===== config.mk =====
export PLATFORM = sky130hd
export DESIGN_NAME = bitclk_recover
export DESIGN_NICKNAME = d
export VERILOG_FILES = /design/src/rtl/bitclk_recover_pkg.sv /design/src/rtl/bitclk_sync.sv /design/src/rtl/bitclk_edge.sv /design/src/rtl/bitclk_phase.sv /design/src/rtl/bitclk_counter.sv /design/src/rtl/bitclk_recover.sv
export SDC_FILE = /design/constraint.sdc
export NUM_CORES = 1
export LEC_CHECK = 0
export BUFFER_PORTS_ARGS = -buffer_cell sky130_fd_sc_hd__buf_2
export CORE_UTILIZATION = 57
export DETAILED_ROUTE_END_ITERATION = 8
export PLACE_DENSITY = 0.79
export SYNTH_ARGS = -nofsm -noshare
export SYNTH_HDL_FRONTEND = slang
export SYNTH_SLANG_ARGS = --single-unit

===== constraint.sdc =====
create_clock -name clk -period 5.8 [get_ports clk]
set_input_delay 1.16 -clock clk [delete_from_list [all_inputs] [get_ports clk]]
set_output_delay 1.16 -clock clk [all_outputs]
set_load 0.05 [all_outputs]

===== src/rtl/bitclk_recover_pkg.sv =====
package bitclk_recover_pkg;

  typedef enum logic [1:0] {
    CORR_NONE = 2'd0,
    CORR_ADV  = 2'd1,
    CORR_RET  = 2'd2
  } corr_e;

endpackage


===== src/rtl/bitclk_sync.sv =====
module bitclk_sync #(
  parameter int STAGES = 2
) (
  input  logic clk,
  input  logic rst,
  input  logic d,
  output logic q
);
  logic [STAGES-1:0] chain_q;

  generate
    for (genvar i = 0; i < STAGES; i++) begin : g_stage
      if (i == 0) begin : g_first
        always_ff @(posedge clk) begin
          if (rst) chain_q[0] <= 1'b0;
          else     chain_q[0] <= d;
        end
      end else begin : g_rest
        always_ff @(posedge clk) begin
          if (rst) chain_q[i] <= 1'b0;
          else     chain_q[i] <= chain_q[i-1];
        end
      end
    end
  endgenerate

  assign q = chain_q[STAGES-1];
endmodule


===== src/rtl/bitclk_edge.sv =====
module bitclk_edge (
  input  logic clk,
  input  logic rst,
  input  logic s,
  output logic edge_o
);
  logic last_q;

  always_ff @(posedge clk) begin
    if (rst) last_q <= 1'b0;
    else     last_q <= s;
  end

  assign edge_o = s ^ last_q;
endmodule


===== src/rtl/bitclk_phase.sv =====
module bitclk_phase
  import bitclk_recover_pkg::*;
#(
  parameter int RATE_W = 14
) (
  input  logic              edge_i,
  input  logic [RATE_W-1:0] cnt,
  input  logic [RATE_W-1:0] half,
  output corr_e             corr
);
  always_comb begin
    corr = CORR_NONE;
    if (edge_i) begin
      if (cnt >= half)          corr = CORR_ADV;
      else if (cnt != '0)       corr = CORR_RET;
    end
  end
endmodule


===== src/rtl/bitclk_counter.sv =====
module bitclk_counter
  import bitclk_recover_pkg::*;
#(
  parameter int RATE_W = 14,
  parameter int STEP_W = 8
) (
  input  logic              clk,
  input  logic              rst,
  input  logic              en,
  input  logic [RATE_W-1:0] peff,
  input  logic [RATE_W-1:0] half,
  input  logic [STEP_W-1:0] step,
  input  corr_e             corr,
  output logic [RATE_W-1:0] cnt_q,
  output logic              clk_q
);
  localparam int SUM_W = ((RATE_W > STEP_W) ? RATE_W : STEP_W) + 2;

  logic [SUM_W-1:0]  c_ext, s_ext, p_ext, inc_ext;
  logic [RATE_W-1:0] cnt_nxt;

  always_comb begin
    c_ext   = SUM_W'(cnt_q);
    s_ext   = SUM_W'(step);
    p_ext   = SUM_W'(peff);
    inc_ext = c_ext + SUM_W'(1);
    unique case (corr)
      CORR_ADV: begin
        if (inc_ext + s_ext >= p_ext) cnt_nxt = '0;
        else                          cnt_nxt = RATE_W'(inc_ext + s_ext);
      end
      CORR_RET: begin
        if (s_ext > inc_ext) cnt_nxt = '0;
        else                 cnt_nxt = RATE_W'(inc_ext - s_ext);
      end
      default: begin
        if (inc_ext >= p_ext) cnt_nxt = '0;
        else                  cnt_nxt = RATE_W'(inc_ext);
      end
    endcase
  end

  always_ff @(posedge clk) begin
    if (rst || !en) begin
      cnt_q <= '0;
      clk_q <= 1'b0;
    end else begin
      cnt_q <= cnt_nxt;
      clk_q <= (cnt_nxt >= half);
    end
  end
endmodule


===== src/rtl/bitclk_recover.sv =====
module bitclk_recover
  import bitclk_recover_pkg::*;
#(
  parameter int RATE_W      = 14,
  parameter int STEP_W      = 8,
  parameter int SYNC_STAGES = 2
) (
  input  logic              clk,
  input  logic              rst,
  input  logic              en,
  input  logic              data_in,
  input  logic [RATE_W-1:0] period_cnt,
  input  logic [STEP_W-1:0] step_cnt,
  output logic              rec_clk
);
  localparam logic [RATE_W-1:0] MIN_PERIOD = RATE_W'(2);

  logic              data_s;
  logic              edge_w;
  logic [RATE_W-1:0] peff, half;
  logic [RATE_W-1:0] cnt_q;
  corr_e             corr;

  assign peff = (period_cnt < MIN_PERIOD) ? MIN_PERIOD : period_cnt;
  assign half = peff >> 1;

  bitclk_sync #(.STAGES(SYNC_STAGES)) u_sync (
    .clk (clk), .rst (rst), .d (data_in), .q (data_s)
  );

  bitclk_edge u_edge (
    .clk (clk), .rst (rst), .s (data_s), .edge_o (edge_w)
  );

  bitclk_phase #(.RATE_W(RATE_W)) u_phase (
    .edge_i (edge_w), .cnt (cnt_q), .half (half), .corr (corr)
  );

  bitclk_counter #(.RATE_W(RATE_W), .STEP_W(STEP_W)) u_cnt (
    .clk (clk), .rst (rst), .en (en), .peff (peff), .half (half),
    .step (step_cnt), .corr (corr), .cnt_q (cnt_q), .clk_q (rec_clk)
  );
endmodule


---- Word-level counts from Yosys, hierarchy flattened ----
Index checks and enable logic that the tools add are counted.
cells by class
  add/subtract/negate cells ............... 3
  magnitude comparators ................... 6
  eq/ne operators ......................... 2
  muxes and demuxes ....................... 8
  bitwise operators ....................... 1
  reduce and logical (&&, ||, !) cells .... 3
operators by type and width
  cell                     count
  $mux W14                 4
  $ge A14 B13 Y1           2
  $pmux W14 S2             1
  $add A15 B8 Y16          1
  $ge A16 B14 Y1           1
  $add A14 B1 Y15 const B  1
  $ge A15 B14 Y1           1
  $gt A8 B15 Y1            1
  $lt A14 B2 Y1 const B    1
  $reduce_bool A14 Y1      1
  $sub A14 B8 Y14          1
  $mux W2                  3
  $eq A2 B1 Y1 const B     1
  $eq A2 B2 Y1 const B     1
  $logic_not A1 Y1         1
  $logic_or A1 B1 Y1       1
  $xor A1 B1 Y1            1
word-level totals
  register bits after elaboration ......... 18
  input bits .............................. 26
  output and inout port bits .............. 1
  word-level logic and storage cells ...... 28

---- Longest topological paths before layout ----
Gate-level depths: netlist of run 1.
  depth in word-level cells ............... 8
  depth in mapped cells ................... 29
  gate-level depth less buffers ........... 28

---- Modules after synthesis ----
Synthesis of run 1 repeated with hierarchy kept, for this count alone.
unflattened totals
  cell total of the unflattened synthesis .. 564
  area total of the unflattened synthesis .. 4,179.0 sq um
modules (own cells, without submodules)
  module          instances  cells an instance  area an instance (sq um)  sequential area each (sq um)
  bitclk_counter  1          480                3,594.7                   300.3
  bitclk_phase    1          57                 391.6                     0.0
  bitclk_recover  1          20                 105.1                     0.0
  bitclk_sync     1          4                  52.6                      40.0
  bitclk_edge     1          3                  35.0                      20.0

---- Worst setup path before layout of run 1 ----
Ideal clock, no wire load.
  path kind ............................... in2reg
  from .................................... input step_cnt[2]
  to ...................................... register u_cnt.clk_q
  library setup time ...................... 0.120 ns
  data arrival time ....................... 5.454 ns
  data required time ...................... 5.680 ns
  slack ................................... 0.227 ns
  stages on the path ...................... 22
  path buffers ............................ 1
  cell sequence ........................... inv_1 > ha_1 > clkbuf_1 > nor3b_1 > o31ai_1 > nand3_1 > and3_1 > xor2_1 > ha_1 > nand4_1 > o311a_1 > o211a_1 > and2_4 > a221o_2 > ha_1 > a21oi_1 > nor2b_1 > a2111oi_0 > o21ai_0 > o2111ai_1 > a21boi_0 > o31a_1
on the way
  longest elaborated chain between the ends .. 5
  elaborated cells between the ends (all ways) .. 8
  those cells by class .................... add/sub: 2; order compare: 3; mux: 3
RTL lines
  element               line                  text
  start, declared       bitclk_recover.sv:13  input logic [STEP_W-1:0] step_cnt,
  $add A15 B8 Y16       bitclk_counter.sv:29  if (inc_ext + s_ext >= p_ext) cnt_nxt = '0;
  $ge A16 B14 Y1        bitclk_counter.sv:29
  $mux W14              bitclk_counter.sv:29
  $pmux W14 S2 (*)      bitclk_counter.sv:27  unique case (corr)
  via u_cnt.cnt_nxt[8]  bitclk_counter.sv:20  logic [RATE_W-1:0] cnt_nxt;
  $ge A14 B13 Y1 (*)    bitclk_counter.sv:49  clk_q <= (cnt_nxt >= half);
  end signal, assigned  bitclk_counter.sv:49
  end, declared         bitclk_counter.sv:15  output logic clk_q
Mark *: on every way through the listed nets, which the timed path passes. The rest lies on a longest branch.
A chain may end at the register's enable or synchronous reset.

---- Worst setup path in the final report of run 1 ----
  from .................................... input period_cnt[1]
  to ...................................... register u_cnt.clk_q
on the way
  longest elaborated chain between the ends .. 8
  elaborated cells between the ends (all ways) .. 13
  those cells by class .................... order compare: 5; eq/ne: 2; mux: 6
RTL lines
  element                                       line                  text
  start, declared                               bitclk_recover.sv:12  input logic [RATE_W-1:0] period_cnt,
  $lt A14 B2 Y1                                 bitclk_recover.sv:24  assign peff = (period_cnt < MIN_PERIOD) ? MIN_PERIOD : period_cnt;
  $mux W14 (*)                                  bitclk_recover.sv:24
  $ge A14 B13 Y1                                bitclk_phase.sv:14    if (cnt >= half) corr = CORR_ADV;
  $mux W2                                       bitclk_phase.sv:14
  $mux W2                                       bitclk_phase.sv:13    if (edge_i) begin
  $eq A2 B2 Y1 or $eq A2 B1 Y1 (tied branches)  bitclk_counter.sv:27
  $pmux W14 S2 (*)                              bitclk_counter.sv:27
  via u_cnt.cnt_nxt[8]                          bitclk_counter.sv:20
  $ge A14 B13 Y1 (*)                            bitclk_counter.sv:49
Marked as above.

==> impl_metrics.json, run 1 <==
{
  "cts_hold_buf": 0,
  "path_max_fanout": 7,
  "final_common_cell": "ha_1",
  "end_kind": "flop",
  "worst_slack_ps": 276,
  "io_buffers": 26,
  "grt_pass1_wl_microns": 17500,
  "ys_top_cells_by_area": "ha_1, dfxtp_1, xnor2_1",
  "coreArea_sq_mm": 0.00599,
  "synth-edff-count": 0,
  "ys_warn_count": 0,
  "cts_tree": "yes",
  "status": "finished, final reports clean",
  "drv_slew": 0,
  "grt_max_degree": 11,
  "vias": 3702,
  "clkTransAtPathRegs_ps": 80,
  "ir_drop_uv": 83.0,
  "die_h_microns": 81.5,
  "stdcell_count": 600,
  "place_congestion": 0.979,
  "p_comb_frac": 0.407,
  "crit_type": "in -> reg",
  "path_cells": "buf_2 > or4_1 > nor4_1 > nand4_1 > and2_1 > ha_1 > nor2b_1 > o21ai_0 > a21oi_1 > o311a_1 > o211a_4 > and2_4 > a221o_2 > ha_1 > a21oi_1 > nor2b_1 > a2111oi_1 > o21ai_1 > o2111ai_1 > a21boi_0 > o31a_1",
  "period_share": 0.952,
  "power.leakage_nw": 2.08,
  "cp.arrival_ps": 5690,
  "syn_inst": 461,
  "pre_cts_slack_ps": -184,
  "max_slew.worst_pin.slew_ps": 939,
  "hold-worst-slack_ps": 444,
  "drt_wl_total_microns": 11300,
  "cts_made_buffers": 3,
  "drv_cap": 0,
  "rows": 28,
  "drive_gt1_frac": 0.204,
  "drt_iter0_drc": 264,
  "p_switching_mw": 0.153,
  "placed_cells": 595,
  "synth.cell_area_sq_mm": 0.00360,
  "final_hold_viol_count": 0,
  "cp_slowest_cell": "or4_1",
  "avgSynthCellArea_sq_um": 7.81,
  "fin_area_sq_mm": 0.00421,
  "cp_slowest_stage_delay_ps": 510,
  "synth_fp_nets": 570,
  "p_clk_frac": 0.279,
  "swShare": 0.370,
  "synth.top_cell.area_share": 0.282,
  "max_freq_ghz": 0.181,
  "skew_ps": 2.60,
  "ant_nets": 0,
  "dp_hpwl_microns": 9490,
  "synth_seq_area_share": 0.100,
  "setup_viol_count_final": 0,
  "syn_to_final_growth_pct": 17.0,
  "hold_path.class": "reg -> reg",
  "grt_usage": 0.355,
  "power.total_mw": 0.412,
  "fillers": 520,
  "internal_power_mw": 0.260,
  "initial_core_util": 0.601,
  "final_nets": 635,
  "p_per_area_mw_per_mm2": 97.9,
  "cp-start-kind": "input port",
  "period_minus_slack_ps": 5520,
  "final_cell_mix": "ha_1, inv_1, buf_4, nand2_1, a21oi_1",
  "placed_area_sq_mm": 0.00407,
  "cp.required_ps": 5960,
  "maxSlewHeadroom": 0.369,
  "clock-sinks": 18,
  "pwr-share-seq": 0.314,
  "antenna_found_initial": 0,
  "avgRoutedWirePerCell_microns": 18.8,
  "die-width_microns": 81.5,
  "routed_via_density": 6.17,
  "ioPinCount": 27,
  "ff2ff_setup_slack_ps": 280,
  "cts_root_buffer": "clkbuf_8",
  "ys_ff_latch": 18,
  "synthFlopType": "dfxtp_1",
  "synthArstFlopShare": 0,
  "synth_cell_types": 69,
  "cts_max_level": 1,
  "firstDrtPassIters": 5,
  "diodes": 0,
  "clock_latency_ps": 270,
  "synth_area_leader_cell": "ha_1",
  "cts_buffer_depth": 2,
  "overflow": 0,
  "drc": 0,
  "dieArea_sq_mm": 0.00663,
  "grt_pass1_vias": 3443
}
==> logic make-up after synthesis <==
family | after synthesis | synth area share
compound gates | 116 | 0.225
xor+xnor | 34 | 0.0828
fa+ha+maj | 83 | 0.293
buf+inv | 56 | 0.0692
flops | 18 | 0.100
mux | 1 | 0.00313
simple gates | 153 | 0.227
==> flip-flops by register name (all words and copies together) (netlist names) <==
signal / count
u_cnt.clk_q: 1
u_cnt.cnt_q: 14
u_edge.last_q: 1
u_sync.chain_q: 1
u_sync.q: 1
==> metrics by stage <==
| step | setup TNS, ps | utilization |
|---|---|---|
| after floorplan | 0 | - |
| after detailed placement | -184 | 0.680 |
| after global routing | -1.09 | 0.703 |
| after global placement | -110 | 0.680 |
| final | 0 | 0.703 |
| after CTS | 0 | 0.690 |
==> critical path: cells and delay by family <==
kind	cells	cell delay (ps)
fa+ha+maj	2	480
simple gates	7	1460
buf+inv	1	110
compound gates	11	2470
==> worst paths after layout <==
path	from	to	depth (start not counted)
worst min-delay path	u_sync.chain_q[0]	u_sync.q	1
worst max-delay path	period_cnt[1]	u_cnt.clk_q	21
worst max register to register	u_cnt.cnt_q[2]	u_cnt.clk_q	23
worst min register to register	u_sync.chain_q[0]	u_sync.q	1
==> synth_stat cells, drive strengths merged (2+ instances only) <==
cell      n
ha       81
inv      45
nand2    33
a21oi    31
nor2     23
nand3    22
xnor2    21
dfxtp    18
nor2b    17
o21ai    14
xor2     13
nand4    10
a31oi     9
a211oi    8
nor3      8
nor4      8
and2      7
buf       7
o21a      7
and3      5
nand2b    5
nor3b     5
o21bai    5
a2111oi   4
clkbuf    4
a21o      3
a2bb2oi   3
o2111ai   3
o31ai     3
or4       3
a211o     2
a221o     2
a22o      2
a32oi     2
a41o      2
a41oi     2
fa        2
o211a     2
o211ai    2
or2       2
or3       2
==> power by group through the flow <==
stage / clock, mW / combinational [mW] / sequential, mW
4_1_cts: 0.112 / 0.162 / 0.129
2_1_floorplan: 0 / 0.104 / 0.131
5_1_grt: 0.118 / 0.189 / 0.130
3_5_place_dp: 0 / 0.161 / 0.132
6_report: 0.115 / 0.168 / 0.129
3_3_place_gp: 0 / 0.156 / 0.132
==> per-layer routing <==
metal,wire length (microns),part of all wire,global-route usage
met5,0,0,0
met3,611,0.054,0.0311
met1,4870,0.43,0.455
met4,460,0.041,0.136
met2,5330,0.47,0.613
==> repair_timing <==
item | in CTS | in global routing
setup buffers | 0 | 1
cloned | 0 | 0
gates resized for setup | 2 | 19
pin swaps | 0 | 3
setup endpoints to repair | 1 | 1
==> layout make-up <==
type	instances	area, sq um	area share
clock buffers	4	55.1	0.0131
inverters	45	169	0.0401
multi-input cells	387	3060	0.727
flip-flops and latches	18	364	0.0865
well taps	75	93.8	0.0223
repair buffers	71	468	0.111
Note: power is estimated with default switching activity, not from simulation.
==> run 2, diff against run 1 <==
--- a/config.mk
+++ b/config.mk
@@ -6,9 +6,12 @@
 export NUM_CORES = 1
 export LEC_CHECK = 0
 export BUFFER_PORTS_ARGS = -buffer_cell sky130_fd_sc_hd__buf_2
+export CORE_ASPECT_RATIO = 1.75
 export CORE_UTILIZATION = 57
 export DETAILED_ROUTE_END_ITERATION = 8
 export PLACE_DENSITY = 0.79
+export SLEW_MARGIN = 0
 export SYNTH_ARGS = -nofsm -noshare
 export SYNTH_HDL_FRONTEND = slang
+export SYNTH_HIERARCHICAL = 1
 export SYNTH_SLANG_ARGS = --single-unit
==> run 2 against run 1 <==
Routed wire length up 41%. Combinational power rose by 42%. Sequential share of layout area fell by 1.6 points. Clock-buffer cell count unchanged. Die area rose by 16%. Synthesized cell count up 22%. Critical path type unchanged. Clock skew increased by 2.3 ps. Final area up 24%.
==> impl_metrics.json, run 2 <==
{
  "rsz0062_at_grt": "yes",
  "max_slew.worst_pin.slew_ps": 763,
  "syn_inst": 564,
  "placed_area_sq_mm": 0.00483,
  "fillers": 590,
  "synth-edff-count": 0,
  "setup_viol_count_final": 0,
  "clock-sinks": 18,
  "largest_register_ffs": 14,
  "synth_seq_area_share": 0.0862,
  "r2r-start": "u_cnt/cnt_q[0]",
  "avgRoutedWirePerCell_microns": 21.9,
  "period_share": 0.976,
  "ys_top_cells_by_area": "ha_1, dfxtp_1, inv_1",
  "min_from": "u_sync/chain_q[0]",
  "synth_commonest_cells": "ha_1, inv_1, nor2_1",
  "hold_path.class": "reg -> reg",
  "cp.buffers_inverters": 3,
  "drive_gt1_frac": 0.251,
  "ant_nets": 0,
  "hold_depth": 1,
  "ioPinCount": 27,
  "initial_core_util": 0.586,
  "clkTransAtPathRegs_ps": 60,
  "cts_max_level": 1,
  "synth_area_leader_cell": "ha_1",
  "cp.arrival_ps": 5810,
  "clock_latency_ps": 260,
  "synthFlopType": "dfxtp_1",
  "io_buffers": 26,
  "maxSlewHeadroom": 0.491,
  "fin_area_sq_mm": 0.00521,
  "status": "finished, final reports clean",
  "drv_cap": 0,
  "diodes": 0,
  "path_max_fanout": 4,
  "fin_util": 0.731,
  "syn_to_final_growth_pct": 24.8,
  "synth.top_cell.area_share": 0.251,
  "cpLargestDelayFamily": "compound AO/OA/AOI/OAI gates",
  "cp_slowest_stage_delay_ps": 430,
  "drt_wl_total_microns": 15900,
  "synth-xor-area-share": 0.0626,
  "synth_compound_area_frac": 0.231,
  "grt_max_degree": 15,
  "cp-start-kind": "input port",
  "grt_usage": 0.408,
  "drt_iter0_drc": 449,
  "dp_hpwl_microns": 12800,
  "cts_tree": "yes",
  "stdcell_count": 727,
  "cp_slowest_cell": "a221oi_4",
  "die-width_microns": 66.7,
  "p_per_area_mw_per_mm2": 102,
  "rows": 41,
  "max_freq_ghz": 0.177,
  "synth_fa_ha_area_frac": 0.261,
  "cts_hold_buf": 0,
  "hold-path-endpoint": "u_sync/q",
  "ir_drop_uv": 121,
  "synth_most_common_cell": "ha_1",
  "cts_buffer_depth": 2,
  "synth.cell_area_sq_mm": 0.00418,
  "coreArea_sq_mm": 0.00713,
  "antenna_found_initial": 0,
  "dieArea_sq_mm": 0.00769,
  "drc": 0,
  "synth_top_family_by_area": "adder cells",
  "die_h_microns": 115,
  "placed_cells": 721,
  "synthArstFlopShare": 0,
  "synth_cell_types": 72,
  "skew_ps": 4.86,
  "cts_made_buffers": 3,
  "vias": 4727,
  "ys_warn_count": 6,
  "grt_pass1_vias": 4526,
  "synth_simple_gate_area_frac": 0.257,
  "crit_type": "in -> reg",
  "final_nets": 754,
  "period_minus_slack_ps": 5660,
  "top_register": "u_cnt/cnt_q",
  "overflow": 0,
  "ff2ff_setup_slack_ps": 140,
  "grt_pass1_wl_microns": 23100,
  "final_common_cell": "inv_1",
  "r2r-end": "u_cnt/clk_q",
  "end_kind": "flop",
  "firstDrtPassIters": 5,
  "final_hold_viol_count": 0,
  "ys_ff_latch": 18,
  "routed_via_density": 6.50,
  "power.leakage_nw": 2.62,
  "place_congestion": 0.971,
  "drv_slew": 0,
  "r2r_cells": 26,
  "muxShareOfSynthArea": 0.00240,
  "final_cell_mix": "inv_1, ha_1, buf_4, nor2_1",
  "cp.required_ps": 5950,
  "avgSynthCellArea_sq_um": 7.41,
  "cts_root_buffer": "clkbuf_16"
}
-- run 2: cell count changes after synthesis, sizes merged, moves of 6 or more --
cell	previous run	this run
a21oi	31	25
a221oi	0	10
clkbuf	4	17
inv	45	81
nand2	33	26
nand4	10	18
nor2	23	47
nor3	8	20
-- run 2: cell type report --
cell class / count / area, sq um / share of cell area
multi-input combinational: 441 / 3680 / 0.706
clock buffer: 4 / 88.8 / 0.0170
tap: 86 / 108 / 0.0206
sequential: 18 / 369 / 0.0708
inverter: 82 / 308 / 0.0590
timing repair buffer: 96 / 662 / 0.127
-- run 2: logic make-up after synthesis --
group / after synthesis
AOI/OAI and AO/OA: 126
xor gates and xnor gates: 29
adders and majority gates: 86
buffers and inverters: 106
DFF: 18
muxes: 1
other: 1
and+or+nand+nor: 197
-- run 2: worst reg2reg max path, stage by stage (launching register included) --
cell and delay, ps:
dfxtp_2 400, ha_4 180, and4_1 210, nand2_1 100, xnor2_2 310, ha_2 310, a211oi_1 90, buf_4 170
a221oi_4 330, nand3_1 200, xnor2_2 190, ha_1 350, nand4_1 200, nor2_2 220, a2111oi_4 80, o2bb2ai_2 180
nor2_2 80, buf_4 160, a311oi_2 320, nor2_1 90, ha_1 300, a21oi_1 160, nor2_1 60, o311ai_1 250
a211oi_1 110, o31a_1 250, o31a_1 240
-- run 2: layer usage --
metal | part of all wire | GRT usage | vias to the layer above
met4 | 0.098 | 0.362 | 0
met2 | 0.50 | 0.725 | 260
met3 | 0.057 | 0.0357 | 96
met5 | 0 | 0 | -
li1 | - | - | 2197
met1 | 0.35 | 0.407 | 2174
-- run 2: metrics by stage --
step	setup TNS [ps]	total power [mW]	worst slack (ps)	hold slack (ps)
2_1_floorplan	0	0.258	39.3	414
3_3_place_gp	-285	0.338	-285	419
3_5_place_dp	-383	0.344	-383	434
4_1_cts	0	0.513	2.42	449
5_1_grt	-139	0.557	-139	483
6_report	0	0.534	137	453
-- run 2: what timing repair did --
action | in CTS | in global routing
pin swaps | 2 | 24
hold endpoints to repair | 0 | 0
endpoints found under the setup margin | 1 | 1
resized for setup | 9 | 49
setup buffers | 0 | 2
-- run 2: how the worst max path moves through the flow --
| stage | start | end | slack [ps] | cells after the start |
|---|---|---|---|---|
| after floorplan | u_cnt/cnt_q[2] | u_cnt/clk_q | 40 | 28 |
| after global placement | step_cnt[0] | u_cnt/clk_q | -280 | 26 |
| after detailed placement | step_cnt[0] | u_cnt/clk_q | -380 | 25 |
| after CTS | step_cnt[0] | u_cnt/clk_q | 2 | 25 |
| after global routing | u_cnt/cnt_q[0] | u_cnt/clk_q | -140 | 26 |
| final | step_cnt[0] | u_cnt/clk_q | 140 | 25 |
-- run 2: power by group --
part,internal [mW],leakage (nW),switching [mW]
Combinational,0.0978,2.43,0.141
Sequential,0.126,0.148,0.00418
Clock,0.105,0.0442,0.0588
